**config.mk**
```make
export PLATFORM = sky130hd
export DESIGN_NAME = stack_ptr_unit
export DESIGN_NICKNAME = d
export VERILOG_FILES = /design/src/rtl/spu_pkg.sv /design/src/rtl/spu_limit.sv /design/src/rtl/spu_agu.sv /design/src/rtl/spu_frame.sv /design/src/rtl/stack_ptr_unit.sv
export SDC_FILE = /design/constraint.sdc
export NUM_CORES = 1
export LEC_CHECK = 0
export BUFFER_PORTS_ARGS = -buffer_cell sky130_fd_sc_hd__buf_2
export CORE_ASPECT_RATIO = 0.9
export CORE_UTILIZATION = 45
export CTS_BUF_LIST = sky130_fd_sc_hd__clkbuf_16
export DETAILED_ROUTE_END_ITERATION = 10
export MAX_ROUTING_LAYER = met4
export PLACE_DENSITY = 0.72
export SETUP_SLACK_MARGIN = 0.5
export SLEW_MARGIN = 20
export SYNTH_ARGS = -nofsm -noshare
export SYNTH_HDL_FRONTEND = slang
export SYNTH_HIERARCHICAL = 1
export SYNTH_SLANG_ARGS = --single-unit
```
**constraint.sdc**
```tcl
create_clock -name clk -period 14.9 [get_ports clk]
set_clock_uncertainty 0.2 [all_clocks]
set_input_delay 2.235 -clock clk [delete_from_list [all_inputs] [get_ports clk]]
set_output_delay 2.235 -clock clk [all_outputs]
set_load 0.03 [all_outputs]
```
**src/rtl/spu_pkg.sv**
```systemverilog
`timescale 1ns/1ps
package spu_pkg;
  typedef enum logic [2:0] {
    REQ_NONE,
    REQ_POP,
    REQ_PUSH,
    REQ_CALL,
    REQ_EXC
  } spu_req_e;

  typedef enum logic {
    PH_FIRST,
    PH_SECOND
  } spu_phase_e;
endpackage

```
**src/rtl/spu_limit.sv**
```systemverilog
`timescale 1ns/1ps
module spu_limit #(
  parameter int DW = 16
) (
  input  logic          clk,
  input  logic          rst_n,
  input  logic          lim_we_i,
  input  logic [DW-1:0] lim_wdata_i,
  output logic [DW-1:0] lim_use_o
);
  function automatic logic [DW-1:0] f_align(input logic [DW-1:0] v);
    return {v[DW-1:1], 1'b0};
  endfunction

  // The architectural value holds nothing defined until software writes it.
  logic [DW-1:0] lim_q;
  // The checker reads a copy that trails lim_q by one cycle (write hazard).
  logic [DW-1:0] lim_use_q;

  always_ff @(posedge clk) begin
    if (lim_we_i) lim_q <= f_align(lim_wdata_i);
    lim_use_q <= lim_q;
  end

  assign lim_use_o = lim_use_q;

  // once a cycle passes with no write, the copy in use matches the register.
  p_lim_settled_r11: assert property (@(posedge clk) disable iff (!rst_n)
    !$past(lim_we_i) |-> (lim_use_q == lim_q));
endmodule

```
**src/rtl/spu_agu.sv**
```systemverilog
`timescale 1ns/1ps
module spu_agu #(
  parameter int              DW       = 16,
  parameter logic [DW-1:0]   FLOOR    = 16'h0800,
  parameter logic [DW-1:0]   SP_RESET = 16'h0800
) (
  input  logic          clk,
  input  logic          rst_n,
  input  logic          sp_we_i,
  input  logic [DW-1:0] sp_wdata_i,
  input  logic          is_pop_i,
  input  logic          commit_i,
  input  logic [DW-1:0] lim_i,
  output logic [DW-1:0] sp_o,
  output logic [DW-1:0] ea_o,
  output logic          ovf_o,
  output logic          unf_o
);
  localparam logic [DW-1:0] WORD_BYTES = DW'(2);

  function automatic logic [DW-1:0] f_align(input logic [DW-1:0] v);
    return {v[DW-1:1], 1'b0};
  endfunction

  // Pop pre-decrements; push uses the pointer as it is.
  function automatic logic [DW-1:0] f_ea(input logic [DW-1:0] sp, input logic pop);
    return pop ? (sp - WORD_BYTES) : sp;
  endfunction

  // Pointer after a completed access.
  function automatic logic [DW-1:0] f_next(input logic [DW-1:0] sp, input logic pop);
    return pop ? (sp - WORD_BYTES) : (sp + WORD_BYTES);
  endfunction

  logic [DW-1:0] sp_q;
  logic [DW-1:0] ea;

  assign ea    = f_ea(sp_q, is_pop_i);
  assign ovf_o = (ea > lim_i);
  assign unf_o = (ea < FLOOR);
  assign ea_o  = ea;
  assign sp_o  = sp_q;

  always_ff @(posedge clk or negedge rst_n) begin
    if (!rst_n)        sp_q <= SP_RESET;
    else if (sp_we_i)  sp_q <= f_align(sp_wdata_i);
    else if (commit_i) sp_q <= f_next(sp_q, is_pop_i);
  end

  // the pointer never holds an odd byte address.
  p_sp_aligned_r4: assert property (@(posedge clk) disable iff (!rst_n)
    sp_q[0] == 1'b0);
endmodule

```
**src/rtl/spu_frame.sv**
```systemverilog
`timescale 1ns/1ps
module spu_frame #(
  parameter int DW  = 16,
  parameter int PCW = 23,
  parameter int SRW = 8
) (
  input  logic           clk,
  input  logic           rst_n,
  input  logic           load_i,
  input  logic           exc_i,
  input  logic [PCW-1:0] pc_i,
  input  logic [SRW-1:0] sr_i,
  output logic [DW-1:0]  lo_word_o,
  output logic [DW-1:0]  hi_word_o,
  output logic           hi_is_exc_o
);
  localparam int HIW  = PCW - DW;
  localparam int PADW = DW - HIW - SRW;

  logic [HIW-1:0] pc_hi;
  logic [DW-1:0]  call_word;
  logic [DW-1:0]  exc_word;
  logic [DW-1:0]  hi_q;
  logic           exc_q;

  assign pc_hi = pc_i[PCW-1:DW];

  // Call: everything above the upper PC bits is zero.
  function automatic logic [DW-1:0] f_call_word(input logic [HIW-1:0] hi);
    return {{(DW-HIW){1'b0}}, hi};
  endfunction

  assign call_word = f_call_word(pc_hi);

  generate
    if (PADW > 0) begin : g_padded
      assign exc_word = {sr_i, {PADW{1'b0}}, pc_hi};
    end else begin : g_packed
      assign exc_word = {sr_i, pc_hi};
    end
  endgenerate

  always_ff @(posedge clk or negedge rst_n) begin
    if (!rst_n) begin
      hi_q  <= '0;
      exc_q <= 1'b0;
    end else if (load_i) begin
      hi_q  <= exc_i ? exc_word : call_word;
      exc_q <= exc_i;
    end
  end

  assign lo_word_o   = pc_i[DW-1:0];
  assign hi_word_o   = hi_q;
  assign hi_is_exc_o = exc_q;
endmodule

```
**src/rtl/stack_ptr_unit.sv**
```systemverilog
`timescale 1ns/1ps
module stack_ptr_unit #(
  parameter int            DW       = 16,
  parameter int            PCW      = 23,
  parameter int            SRW      = 8,
  parameter logic [DW-1:0] FLOOR    = 16'h0800,
  parameter logic [DW-1:0] SP_RESET = 16'h0800
) (
  input  logic           clk,
  input  logic           rst_n,
  input  logic           push_i,
  input  logic           pop_i,
  input  logic           call_i,
  input  logic           exc_i,
  input  logic [DW-1:0]  push_data_i,
  input  logic           sp_we_i,
  input  logic [DW-1:0]  sp_wdata_i,
  input  logic           lim_we_i,
  input  logic [DW-1:0]  lim_wdata_i,
  input  logic [PCW-1:0] pc_i,
  input  logic [SRW-1:0] sr_i,
  output logic [DW-1:0]  mem_addr_o,
  output logic           mem_we_o,
  output logic           mem_re_o,
  output logic [DW-1:0]  mem_wdata_o,
  output logic           trap_o,
  output logic           busy_o,
  output logic [DW-1:0]  sp_o
);
  import spu_pkg::*;

  spu_phase_e    phase_q;
  spu_req_e      req;
  logic          in_first;
  logic          ev_frame_start;
  logic          ev_second;
  logic          ev_access;
  logic          ev_pop;
  logic          ev_viol;
  logic          ev_trap;
  logic          ev_commit;
  logic          ovf, unf;
  logic [DW-1:0] lim_use;
  logic [DW-1:0] ea;
  logic [DW-1:0] frame_lo, frame_hi;
  logic          frame_exc;

  // Request priority: exception, call, push, pop.
  always_comb begin
    if (exc_i)       req = REQ_EXC;
    else if (call_i) req = REQ_CALL;
    else if (push_i) req = REQ_PUSH;
    else if (pop_i)  req = REQ_POP;
    else             req = REQ_NONE;
  end

  assign in_first       = (phase_q == PH_FIRST) && !sp_we_i;
  assign ev_frame_start = in_first && ((req == REQ_CALL) || (req == REQ_EXC));
  assign ev_second      = (phase_q == PH_SECOND) && !sp_we_i;
  assign ev_access      = ev_second || (in_first && (req != REQ_NONE));
  assign ev_pop         = in_first && (req == REQ_POP);
  assign ev_viol        = ovf || unf;
  assign ev_trap        = ev_access && ev_viol;
  assign ev_commit      = ev_access && !ev_viol;

  spu_limit #(.DW(DW)) i_limit (
    .clk         (clk),
    .rst_n       (rst_n),
    .lim_we_i    (lim_we_i),
    .lim_wdata_i (lim_wdata_i),
    .lim_use_o   (lim_use)
  );

  spu_agu #(.DW(DW), .FLOOR(FLOOR), .SP_RESET(SP_RESET)) i_agu (
    .clk        (clk),
    .rst_n      (rst_n),
    .sp_we_i    (sp_we_i),
    .sp_wdata_i (sp_wdata_i),
    .is_pop_i   (ev_pop),
    .commit_i   (ev_commit),
    .lim_i      (lim_use),
    .sp_o       (sp_o),
    .ea_o       (ea),
    .ovf_o      (ovf),
    .unf_o      (unf)
  );

  spu_frame #(.DW(DW), .PCW(PCW), .SRW(SRW)) i_frame (
    .clk         (clk),
    .rst_n       (rst_n),
    .load_i      (ev_frame_start),
    .exc_i       (req == REQ_EXC),
    .pc_i        (pc_i),
    .sr_i        (sr_i),
    .lo_word_o   (frame_lo),
    .hi_word_o   (frame_hi),
    .hi_is_exc_o (frame_exc)
  );

  // The second word is issued only after a committed first word.
  always_ff @(posedge clk or negedge rst_n) begin
    if (!rst_n)                           phase_q <= PH_FIRST;
    else if (ev_frame_start && ev_commit) phase_q <= PH_SECOND;
    else                                  phase_q <= PH_FIRST;
  end

  always_comb begin
    if (phase_q == PH_SECOND)                       mem_wdata_o = frame_hi;
    else if ((req == REQ_CALL) || (req == REQ_EXC)) mem_wdata_o = frame_lo;
    else                                            mem_wdata_o = push_data_i;
  end

  assign mem_addr_o = ea;
  assign mem_we_o   = ev_commit && !ev_pop;
  assign mem_re_o   = ev_commit && ev_pop;
  assign trap_o     = ev_trap;
  assign busy_o     = (phase_q == PH_SECOND);

  // a trap suppresses the memory access.
  p_trap_blocks_access_r7: assert property (@(posedge clk) disable iff (!rst_n)
    trap_o |-> (!mem_we_o && !mem_re_o));

  // a trap leaves the pointer unchanged.
  p_trap_holds_sp_r7: assert property (@(posedge clk) disable iff (!rst_n)
    trap_o |=> $stable(sp_o));

  // each written word advances the pointer to one word past its address.
  p_write_advances_r2: assert property (@(posedge clk) disable iff (!rst_n)
    mem_we_o |=> (sp_o == $past(mem_addr_o) + DW'(2)));

  // a read leaves the pointer at the address that was read.
  p_read_retreats_r3: assert property (@(posedge clk) disable iff (!rst_n)
    mem_re_o |=> (sp_o == $past(mem_addr_o)));

  // the busy cycle always follows a written first word.
  p_busy_follows_write_r8: assert property (@(posedge clk) disable iff (!rst_n)
    busy_o |-> $past(mem_we_o));

  // the upper word of a call frame has its top bit clear.
  p_call_msb_clear_r8: assert property (@(posedge clk) disable iff (!rst_n)
    (busy_o && mem_we_o && !frame_exc) |-> (mem_wdata_o[DW-1] == 1'b0));
endmodule

```
-- After elaboration in Yosys (flattened, before gate mapping)
Index checks and enable logic that the tools add are counted.
- flip-flop bits (word level): 63
- latch bits: 0
- bits in writable memories: 0
- memory bits (read-only): 0
- bits of input ports: 87
- logic and storage cells: 43
- memories: 0
- $add $sub $neg: 2
- multiply operators: 0
- divide/modulo/power cells: 0
- $lt $le $gt $ge: 2
- eq/ne operators: 3
- shift-type cells: 0
- mux-type cells: 12
- bitwise gates (word level): 1
- reductions and logical operators: 18
- operators by type and width (kind ; count):
    two-way mux 16 bit ; 7
    adder 16 x 2 -> 16 bit, second input constant ; 1
    > comparator 16 bit ; 1
    < comparator 16 x 12 -> 1 bit, second input constant ; 1
    subtractor 16 x 2 -> 16 bit, second input constant ; 1
    logical AND 1 bit ; 10
    two-way mux 3 bit ; 2
    == test 3 x 1 -> 1 bit, second input constant ; 1
    == test 3 x 2 -> 1 bit, second input constant ; 1
    == test 3 bit, second input constant ; 1
    logical NOT 1 bit ; 3
    logical OR 1 bit ; 3
    nonzero test 3 bit ; 1
    two-way mux 1 bit ; 2
    two-way mux 2 bit ; 1
    nonzero test 2 bit ; 1
    NOT 1 bit ; 1

-- Depth between registers and ports, before layout
Gate-level depths: netlist of run 1.
- depth in word-level cells: 13
- mapped depth: 19
- gate-level depth less buffers: 18

-- Hierarchy
Netlist of run 1, hierarchy kept.
- by module, submodules not included (module ; instances ; cells an instance ; area each (µm²) ; seq. area each (µm²)):
    spu_agu ; 1 ; 215 ; 1779.2 ; 376.6
    spu_frame ; 1 ; 70 ; 782.0 ; 400.4
    spu_limit ; 1 ; 32 ; 762.0 ; 750.7
    stack_ptr_unit ; 1 ; 89 ; 590.6 ; 25.0

-- Worst setup path after synthesis of run 1
No wires, ideal clock.
- path kind: input to output
- from: in exc_i
- to: out mem_we_o
- data arrival time: 6.259 ns
- required time: 12.465 ns
- path slack: 6.206 ns
- stages on the path: 15
- path through: buf_6 -> or4_1 -> nor2_1 -> or4b_4 -> nor3_4 -> nand2_1 -> xnor2_1 -> ha_1 -> or4_1 -> a21oi_1 -> o21ai_0 -> a31oi_1 -> a21oi_1 -> or2_2 -> nor3_1
- word-level cells in the longest chain between the ends: 9
- elaborated cells between the ends (all ways): 14
- RTL lines (element ; RTL line ; RTL):
    start: declaration ; stack_ptr_unit.sv:14 ; input logic exc_i,
    two-way mux 3 bit ; stack_ptr_unit.sv:50 ; if (exc_i) req = REQ_EXC;
    == test 3 x 1 -> 1 bit ; stack_ptr_unit.sv:61 ; assign ev_pop = in_first && (req == REQ_POP);
    logical AND 1 bit ; stack_ptr_unit.sv:61 ;
    named net ev_pop ; stack_ptr_unit.sv:38 ; logic ev_pop;
    two-way mux 16 bit ; spu_agu.sv:27 ; return pop ? (sp - WORD_BYTES) : sp;
    named net mem_addr_o[14] ; stack_ptr_unit.sv:22 ; output logic [DW-1:0] mem_addr_o,
    > comparator 16 bit ; spu_agu.sv:39 ; assign ovf_o = (ea > lim_i);
    named net ovf ; stack_ptr_unit.sv:42 ; logic ovf, unf;
    logical OR 1 bit ; stack_ptr_unit.sv:62 ; assign ev_viol = ovf || unf;
    logical NOT 1 bit ; stack_ptr_unit.sv:64 ; assign ev_commit = ev_access && !ev_viol;
    logical AND 1 bit ; stack_ptr_unit.sv:64 ;
    logical AND 1 bit ; stack_ptr_unit.sv:114 ; assign mem_we_o = ev_commit && !ev_pop;
    end: declaration ; stack_ptr_unit.sv:23 ; output logic mem_we_o,
The timed path passes the listed nets, and every way through them passes these cells.

-- Worst setup path after layout of run 1
- from: in exc_i
- to: out mem_we_o
- word-level cells in the longest chain between the ends: 9
- elaborated cells between the ends (all ways): 14
- RTL lines (element ; RTL line):
    two-way mux 3 bit ; stack_ptr_unit.sv:50
    == test 3 x 1 -> 1 bit ; stack_ptr_unit.sv:61
    logical AND 1 bit ; stack_ptr_unit.sv:61
    named net ev_pop ; stack_ptr_unit.sv:38
    two-way mux 16 bit ; spu_agu.sv:27
    > comparator 16 bit ; spu_agu.sv:39
    named net ovf ; stack_ptr_unit.sv:42
    logical OR 1 bit ; stack_ptr_unit.sv:62
    logical NOT 1 bit ; stack_ptr_unit.sv:64
    logical AND 1 bit ; stack_ptr_unit.sv:64
    logical AND 1 bit ; stack_ptr_unit.sv:114
The timed path passes the listed nets, and every way through them passes these cells.

==> flow_metrics.env, run 1 <==
export IMPL_status="finished, final reports clean"
export IMPL_die_area_um2=8990
export IMPL_drt_wirelength_per_cell_um=14.7
export IMPL_drc=0
export IMPL_path_max_fanout=27
export IMPL_synthesis_instances=404
export IMPL_leakage_nw=2.15
export IMPL_finalSetupTns_ns=0
export IMPL_place_inst=611
export IMPL_dr_pass1_iters=5
export IMPL_antenna_left=0
export IMPL_postCtsSetupBuffers=0
export IMPL_place_area_um2=4410
export IMPL_vias=3276
export IMPL_die_height_um=90.1
export IMPL_initial_utilization_pct=47.4
export IMPL_top_level_ports=139
export IMPL_diodes=0
export IMPL_finalInstanceArea_um2=4730
export IMPL_crit_arrival_ns=6.74
export IMPL_finalCritPeriodShare_pct=61.6
export IMPL_coreArea_um2=8180
export IMPL_fin_ws_ns=5.73
export IMPL_maxCapViolCount=0
export IMPL_p_per_area_nw_per_um2=121
export IMPL_cts_inserted_buffers=9
export IMPL_most_common_layout_cells="buf_2, inv_1, nand2_1"
export IMPL_path_clk_slew_ns=0.05
export IMPL_relSlewSlack_pct=49.5
export IMPL_via_per_inst=5.22
export IMPL_hold_viol_final=0
export IMPL_final_instance_count_excl_fill=627
export IMPL_wirelength_um=9230
export IMPL_cts_tree="yes"
export IMPL_antenna_found_initial=0
export IMPL_start_kind="input pin"
export IMPL_grt_usage_pct=22.4
export IMPL_die_w_um=99.8
export IMPL_drv_slew=0
export IMPL_peakVddDrop_uv=77.2
export IMPL_cts_resized=0
export IMPL_clockRootBuffer="clkbuf_16"
export IMPL_syn_avg_cell_area_um2=9.60
export IMPL_drt_initial_drc_count=157
export IMPL_clockBufferDepth=2
export IMPL_hold_path_class="reg2reg"
export IMPL_crit_path_end_kind="output pin"
export IMPL_gp_congestion=0.897
export IMPL_critPathKind="in2out"
export IMPL_grt_max_degree=54
export IMPL_grt_ovfl_total=0
export IMPL_fillers=727
export IMPL_clock_latency_ns=0.32
export IMPL_mappedNetlistArea_um2=3880
export IMPL_grt_pass1_vias=3193
export IMPL_post_place_ws_ns=5.83
export IMPL_port_buffers=134
export IMPL_final_common_cell="buf_2"
export IMPL_clock_fmax_ghz=0.109
export IMPL_setup_viol_count_final=0
export IMPL_cts_sinks=61
export IMPL_crit_required_ns=12.47
export IMPL_placementRows=31
export IMPL_rsz0062_at_grt="false"
export IMPL_tightest_slew_ns=0.757
export IMPL_fin_crit_ns=9.17
export IMPL_cts_htree_levels=3
export IMPL_drive_gt1_share_pct=35.5
export IMPL_grt_pass1_wl_um=15400
export IMPL_yosysWarningCount=6
export IMPL_hpwl_um=6920
export IMPL_cts_hold_buf=0
export IMPL_area_growth_pct=21.9
export IMPL_nets=611
[critical path: stages]
cell and delay, ns:
buf_2 0.25, or4_1 0.56, nor2_1 0.54, or4b_4 0.61, nor3_4 0.23, nand2_1 0.11
xnor2_1 0.16, ha_1 0.22, or4_1 0.50, a21oi_1 0.14, o21ai_0 0.12, a31oi_1 0.23
a21oi_1 0.13, or2_2 0.34, nor3_1 0.13, buf_2 0.23
[power by group]
group / total, mW / internal, mW / leakage, nW / switching, mW
Clock: 0.217 / 0.145 / 0.153 / 0.0716
Sequential: 0.207 / 0.190 / 0.646 / 0.0167
Combinational: 0.148 / 0.0542 / 1.36 / 0.0937
[stage by stage]
step | power [mW] | util [%] | hold WS (ns)
after floorplan | 0.316 | - | 0.123
after global placement | 0.352 | 53.9 | 0.127
after detailed placement | 0.357 | 53.9 | 0.127
after CTS | 0.577 | 57.7 | 0.139
after global routing | 0.602 | 57.8 | 0.145
final | 0.571 | 57.8 | 0.137
[worst paths after layout]
path                                  startpoint                    to  slack (ns)  cells past startpoint
worst max-delay path                       exc_i              mem_we_o        5.73                     16
worst min-delay path            i_limit/lim_q[3]  i_limit/lim_use_o[3]        0.14                      0
worst max register to register            busy_o        i_agu/sp_o[13]        8.92                     19
worst min register to register  i_limit/lim_q[3]  i_limit/lim_use_o[3]        0.14                      0
max in group asynchronous                  rst_n  i_frame/hi_word_o[2]       12.23                      1
min in group asynchronous                  rst_n        i_agu/sp_o[10]        1.78                      1
[routing by layer]
metal  global-route usage [%]  wire (um)
met4                     7.23        191
met1                     30.2       4360
met2                     33.5       4210
met5                        -          0
met3                     4.51        463
[area by class of cell]
class | instances | area (um^2) | area share (%)
Multi-Input combinational cell | 250 | 1870 | 39.5
Clock inverter | 7 | 90.1 | 1.91
Timing Repair Buffer | 137 | 693 | 14.7
Sequential cell | 61 | 1530 | 32.3
Inverter | 48 | 180 | 3.81
Clock buffer | 9 | 225 | 4.76
Tap cell | 115 | 144 | 3.04
[flip-flops by register name, indices dropped and copies added (netlist names)]
| signal | cells |
|---|---|
| i_agu/sp_o | 15 |
| i_frame/hi_word_o | 15 |
| i_limit/lim_q | 15 |
| i_limit/lim_use_o | 15 |
| busy_o | 1 |
Note: power is estimated with default switching activity, not from simulation.
==> run 2: changes to the inputs <==
- clock period: 14.9 -> 9.16 ns (I/O delays scaled with it)
==> flow_metrics.env, run 2 (synthesized netlist as in run 1, its figures left out) <==
export IMPL_status="finished, final reports clean"
export IMPL_grt_usage_pct=22.6
export IMPL_antenna_left=0
export IMPL_register_area_um2=1530
export IMPL_hold_viol_final=0
export IMPL_initial_utilization_pct=47.4
export IMPL_maxCapViolCount=0
export IMPL_critPathKind="in2out"
export IMPL_crit_family="simple AND/OR/NAND/NOR gates"
export IMPL_coreArea_um2=8180
export IMPL_fin_crit_ns=7.40
export IMPL_die_w_um=99.8
export IMPL_hold_path_class="reg2reg"
export IMPL_die_height_um=90.1
export IMPL_cts_sinks=61
export IMPL_relSlewSlack_pct=49.3
export IMPL_leakage_nw=2.18
export IMPL_drive_gt1_share_pct=35.7
export IMPL_slowest_delay_ns=0.61
export IMPL_clock_fmax_ghz=0.135
export IMPL_finalSetupTns_ns=0
export IMPL_clockRootBuffer="clkbuf_16"
export IMPL_path_buf_inv=2
export IMPL_crit_chain="buf_2 -> or4_1 -> nor2_1 -> or4b_4 -> nor3_4 -> nand2_1 -> xnor2_1 -> ha_1 -> or4_1 -> a21oi_1 -> o21ai_0 -> a31oi_1 -> a21oi_1 -> or2_2 -> nor3_1 -> buf_2"
export IMPL_cts_tree="yes"
export IMPL_p_per_area_nw_per_um2=208
export IMPL_grt_ovfl_total=0
export IMPL_drt_wirelength_per_cell_um=14.9
export IMPL_drt_initial_drc_count=144
export IMPL_drc=0
export IMPL_fillers=717
export IMPL_start_kind="input pin"
export IMPL_diodes=0
export IMPL_die_area_um2=8990
export IMPL_cts_resized=0
export IMPL_grt_max_degree=54
export IMPL_via_per_inst=5.22
export IMPL_cts_inserted_buffers=9
export IMPL_tightest_slew_ns=0.759
export IMPL_crit_path_top_delay_cell="or4b_4"
export IMPL_multiInputGateArea_um2=1870
export IMPL_finalCritPeriodShare_pct=80.8
export IMPL_place_area_um2=4410
export IMPL_dr_pass1_iters=4
export IMPL_grt_pass1_vias=3105
export IMPL_crit_required_ns=7.59
export IMPL_clock_latency_ns=0.33
export IMPL_vias=3275
export IMPL_port_buffers=134
export IMPL_most_common_layout_cells="buf_2, inv_1, nand2_1"
export IMPL_nets=611
export IMPL_antenna_found_initial=0
export IMPL_path_clk_slew_ns=0.06
export IMPL_top_level_ports=139
export IMPL_rsz0062_at_grt="false"
export IMPL_final_common_cell="buf_2"
export IMPL_hpwl_um=7000
export IMPL_cts_hold_buf=0
export IMPL_placementRows=31
export IMPL_postCtsSetupBuffers=0
export IMPL_area_growth_pct=23.3
export IMPL_crit_arrival_ns=5.83
export IMPL_clockBufferDepth=2
export IMPL_gp_congestion=0.889
export IMPL_drv_slew=0
export IMPL_path_max_fanout=27
export IMPL_finalInstanceArea_um2=4780
export IMPL_cts_htree_levels=3
export IMPL_crit_path_end_kind="output pin"
export IMPL_wirelength_um=9360
export IMPL_setup_viol_count_final=0
export IMPL_grt_pass1_wl_um=15400
export IMPL_peakVddDrop_uv=113
-- run 2: per-stage QoR --
stage                     utilization (%)  hold WS, ns  total power [mW]  std cells  setup slack, ns
after floorplan                         -        0.123             0.514        405             2.19
after global placement               53.9        0.127             0.573        611             1.86
after detailed placement             53.9        0.128             0.581        611             1.82
after CTS                            58.4        0.141              1.00        627             1.79
after global routing                 58.4        0.147              1.04        627             1.44
final                                58.4        0.139             0.995        627             1.76
-- run 2: routing by layer --
metal,up-vias,track usage [%],wire (um)
li1,1604,-,-
met1,1540,29.6,4210
met2,109,34.0,4420
met3,22,4.43,490
met4,0,9.44,238
met5,-,-,0
-- run 2: layout make-up --
| class | instances | area share (%) |
|---|---|---|
| multi-input cells | 250 | 39.0 |
| flip-flops and latches | 61 | 31.9 |
| repair buffers | 137 | 14.5 |
| clock buffers | 9 | 4.71 |
| inverters | 48 | 3.77 |
| clock inverters | 7 | 3.04 |
| well taps | 115 | 3.01 |
-- run 2: final timing paths --
kind | slack, ns | to | from | cells after the start
setup / recovery | 1.76 | mem_we_o | exc_i | 16
hold / removal | 0.14 | i_limit/lim_use_o[2] | i_limit/lim_q[2] | 0
setup reg to reg | 3.18 | i_agu/sp_o[14] | busy_o | 19
hold reg to reg | 0.14 | i_limit/lim_use_o[2] | i_limit/lim_q[2] | 0
max in group asynchronous | 7.39 | i_agu/sp_o[6] | rst_n | 1
min in group asynchronous | 0.90 | i_agu/sp_o[14] | rst_n | 1
-- run 2: power by group --
part           total, mW  internal, mW  leakage, nW  switching [mW]
sequential         0.337         0.309        0.646          0.0274
clock              0.418         0.295        0.177           0.123
combinational      0.241        0.0884         1.36           0.152
total              0.995         0.692         2.18           0.303
==> run 3: changes to the inputs <==
- clock period: 9.16 -> 7.3 ns (I/O delays scaled with it)
==> flow_metrics.env, run 3 (synthesized netlist as in run 1, its figures left out) <==
export IMPL_hold_depth=0
export IMPL_clockBufferDepth=2
export IMPL_clock_latency_ns=0.32
export IMPL_port_buffers=134
export IMPL_vias=3342
export IMPL_path_max_fanout=15
export IMPL_rsz0062_at_grt="false"
export IMPL_drt_wirelength_per_cell_um=15.2
export IMPL_drc=0
export IMPL_initial_utilization_pct=47.4
export IMPL_status="finished, final reports clean"
export IMPL_peakVddDrop_uv=144
export IMPL_grt_max_degree=54
export IMPL_start_kind="input pin"
export IMPL_cts_sinks=61
export IMPL_grt_ovfl_total=0
export IMPL_finalSetupTns_ns=0
export IMPL_most_common_layout_cells="buf_2, inv_1, nand2_1"
export IMPL_top_level_ports=139
export IMPL_grt_pass1_vias=3263
export IMPL_clockPowerShare_pct=38.4
export IMPL_power_frac_comb_pct=25.8
export IMPL_placementRows=31
export IMPL_fillers=745
export IMPL_antenna_found_initial=0
export IMPL_setup_viol_count_final=0
export IMPL_path_clk_slew_ns=0.05
export IMPL_drt_initial_drc_count=137
export IMPL_grt_pass1_wl_um=15600
export IMPL_hold_path_class="reg2reg"
export IMPL_rr_worst_depth=20
export IMPL_critPathKind="in2out"
export IMPL_final_common_cell="buf_2"
export IMPL_whs_ns=0.140
export IMPL_leakage_nw=2.17
export IMPL_cts_inserted_buffers=9
export IMPL_drive_gt1_share_pct=36.0
export IMPL_p_seq_share_pct=35.8
export IMPL_diodes=0
export IMPL_antenna_left=0
export IMPL_crit_required_ns=6.00
export IMPL_hpwl_um=7030
export IMPL_clockRootBuffer="clkbuf_16"
export IMPL_area_growth_pct=22.7
export IMPL_dr_pass1_iters=5
export IMPL_maxCapViolCount=0
export IMPL_cts_tree="yes"
export IMPL_p_per_area_nw_per_um2=248
export IMPL_nets=613
export IMPL_switchingPower_uw=381
export IMPL_internal_power_uw=800
export IMPL_gp_congestion=0.885
export IMPL_die_height_um=90.1
export IMPL_crit_path_end_kind="output pin"
export IMPL_cts_htree_levels=3
export IMPL_switching_share_pct=32.2
export IMPL_crit_arrival_ns=5.20
export IMPL_wirelength_um=9570
export IMPL_coreArea_um2=8180
export IMPL_hold_viol_final=0
export IMPL_relSlewSlack_pct=49.7
export IMPL_finalCritPeriodShare_pct=89.0
export IMPL_die_w_um=99.8
export IMPL_die_area_um2=8990
export IMPL_tightest_slew_ns=0.754
export IMPL_grt_usage_pct=22.8
export IMPL_drv_slew=0
export IMPL_fin_crit_ns=6.50
export IMPL_clock_fmax_ghz=0.154
export IMPL_via_per_inst=5.31
[run 3: cell types whose count changed in the layout (fill, tap and decap cells not counted)]
cell       before  now
inv_6           2    1
buf_2         134  132
buf_6           0    1
clkinv_2        0    1
bufinv_16       4    2
clkinv_4        0    2
buf_4           3    6
[run 3: final timing paths]
kind                                   from                   end  slack [ns]
max reg2reg                          busy_o        i_agu/sp_o[13]        1.66
min in group asynchronous             rst_n        i_agu/sp_o[10]        0.64
min                        i_limit/lim_q[8]  i_limit/lim_use_o[8]        0.14
max in group asynchronous             rst_n         i_agu/sp_o[9]        5.77
max                                 sp_we_i              mem_we_o        0.80
min reg2reg                i_limit/lim_q[8]  i_limit/lim_use_o[8]        0.14
[run 3: repair_timing]
action	4_1_cts	5_1_grt
setup endpoints to repair	0	2
hold buffers	0	0
gates resized for setup	0	5
setup buffers	0	1
endpoints found under the hold margin	0	0
[run 3: metal layers]
metal | global-route usage [%] | share of wire (%) | vias up
li1 | - | - | 1623
met1 | 29.9 | 45 | 1570
met2 | 35.0 | 48 | 135
met3 | 5.13 | 5.6 | 14
met4 | 7.11 | 1.4 | 0
met5 | - | 0 | -
[run 3: power groups by stage]
stage / Combinational [mW] / Sequential, mW / Clock, mW
after floorplan: 0.212 / 0.433 / 0
after global placement: 0.293 / 0.426 / 0
after detailed placement: 0.302 / 0.428 / 0
after CTS: 0.304 / 0.422 / 0.464
after global routing: 0.333 / 0.429 / 0.482
final: 0.304 / 0.423 / 0.454
[run 3: final cells by class]
class | instances | area, um^2 | area share (%)
Sequential cell | 61 | 1530 | 32.1
Clock inverter | 7 | 98.8 | 2.08
Tap cell | 115 | 144 | 3.02
Timing Repair Buffer | 139 | 717 | 15.1
Multi-Input combinational cell | 250 | 1870 | 39.2
Clock buffer | 9 | 225 | 4.73
Inverter | 48 | 180 | 3.79
[run 3: metrics by stage]
stage                     area, um^2  util (%)  std cells  setup slack (ns)  total power [mW]
after floorplan                 3880         -        405             0.886             0.645
after global placement          4420      54.0        612             0.856             0.719
after detailed placement        4420      54.0        612             0.775             0.730
after CTS                       4740      57.9        628             0.782              1.19
after global routing            4760      58.2        629             0.507              1.24
final                           4760      58.2        629             0.803              1.18
[run 3: worst max-delay path, stage by stage]
cell and delay (ns):
buf_2 0.20, or4_1 0.57, nor2_1 0.15, buf_6 0.16, or4b_4 0.53, nor3_4 0.26
nand2_1 0.10, xnor2_1 0.16, ha_1 0.21, or4_1 0.52, a21oi_1 0.12, o21ai_0 0.09
a31oi_1 0.23, a21oi_1 0.13, or2_2 0.33, nor3_1 0.14, buf_4 0.19
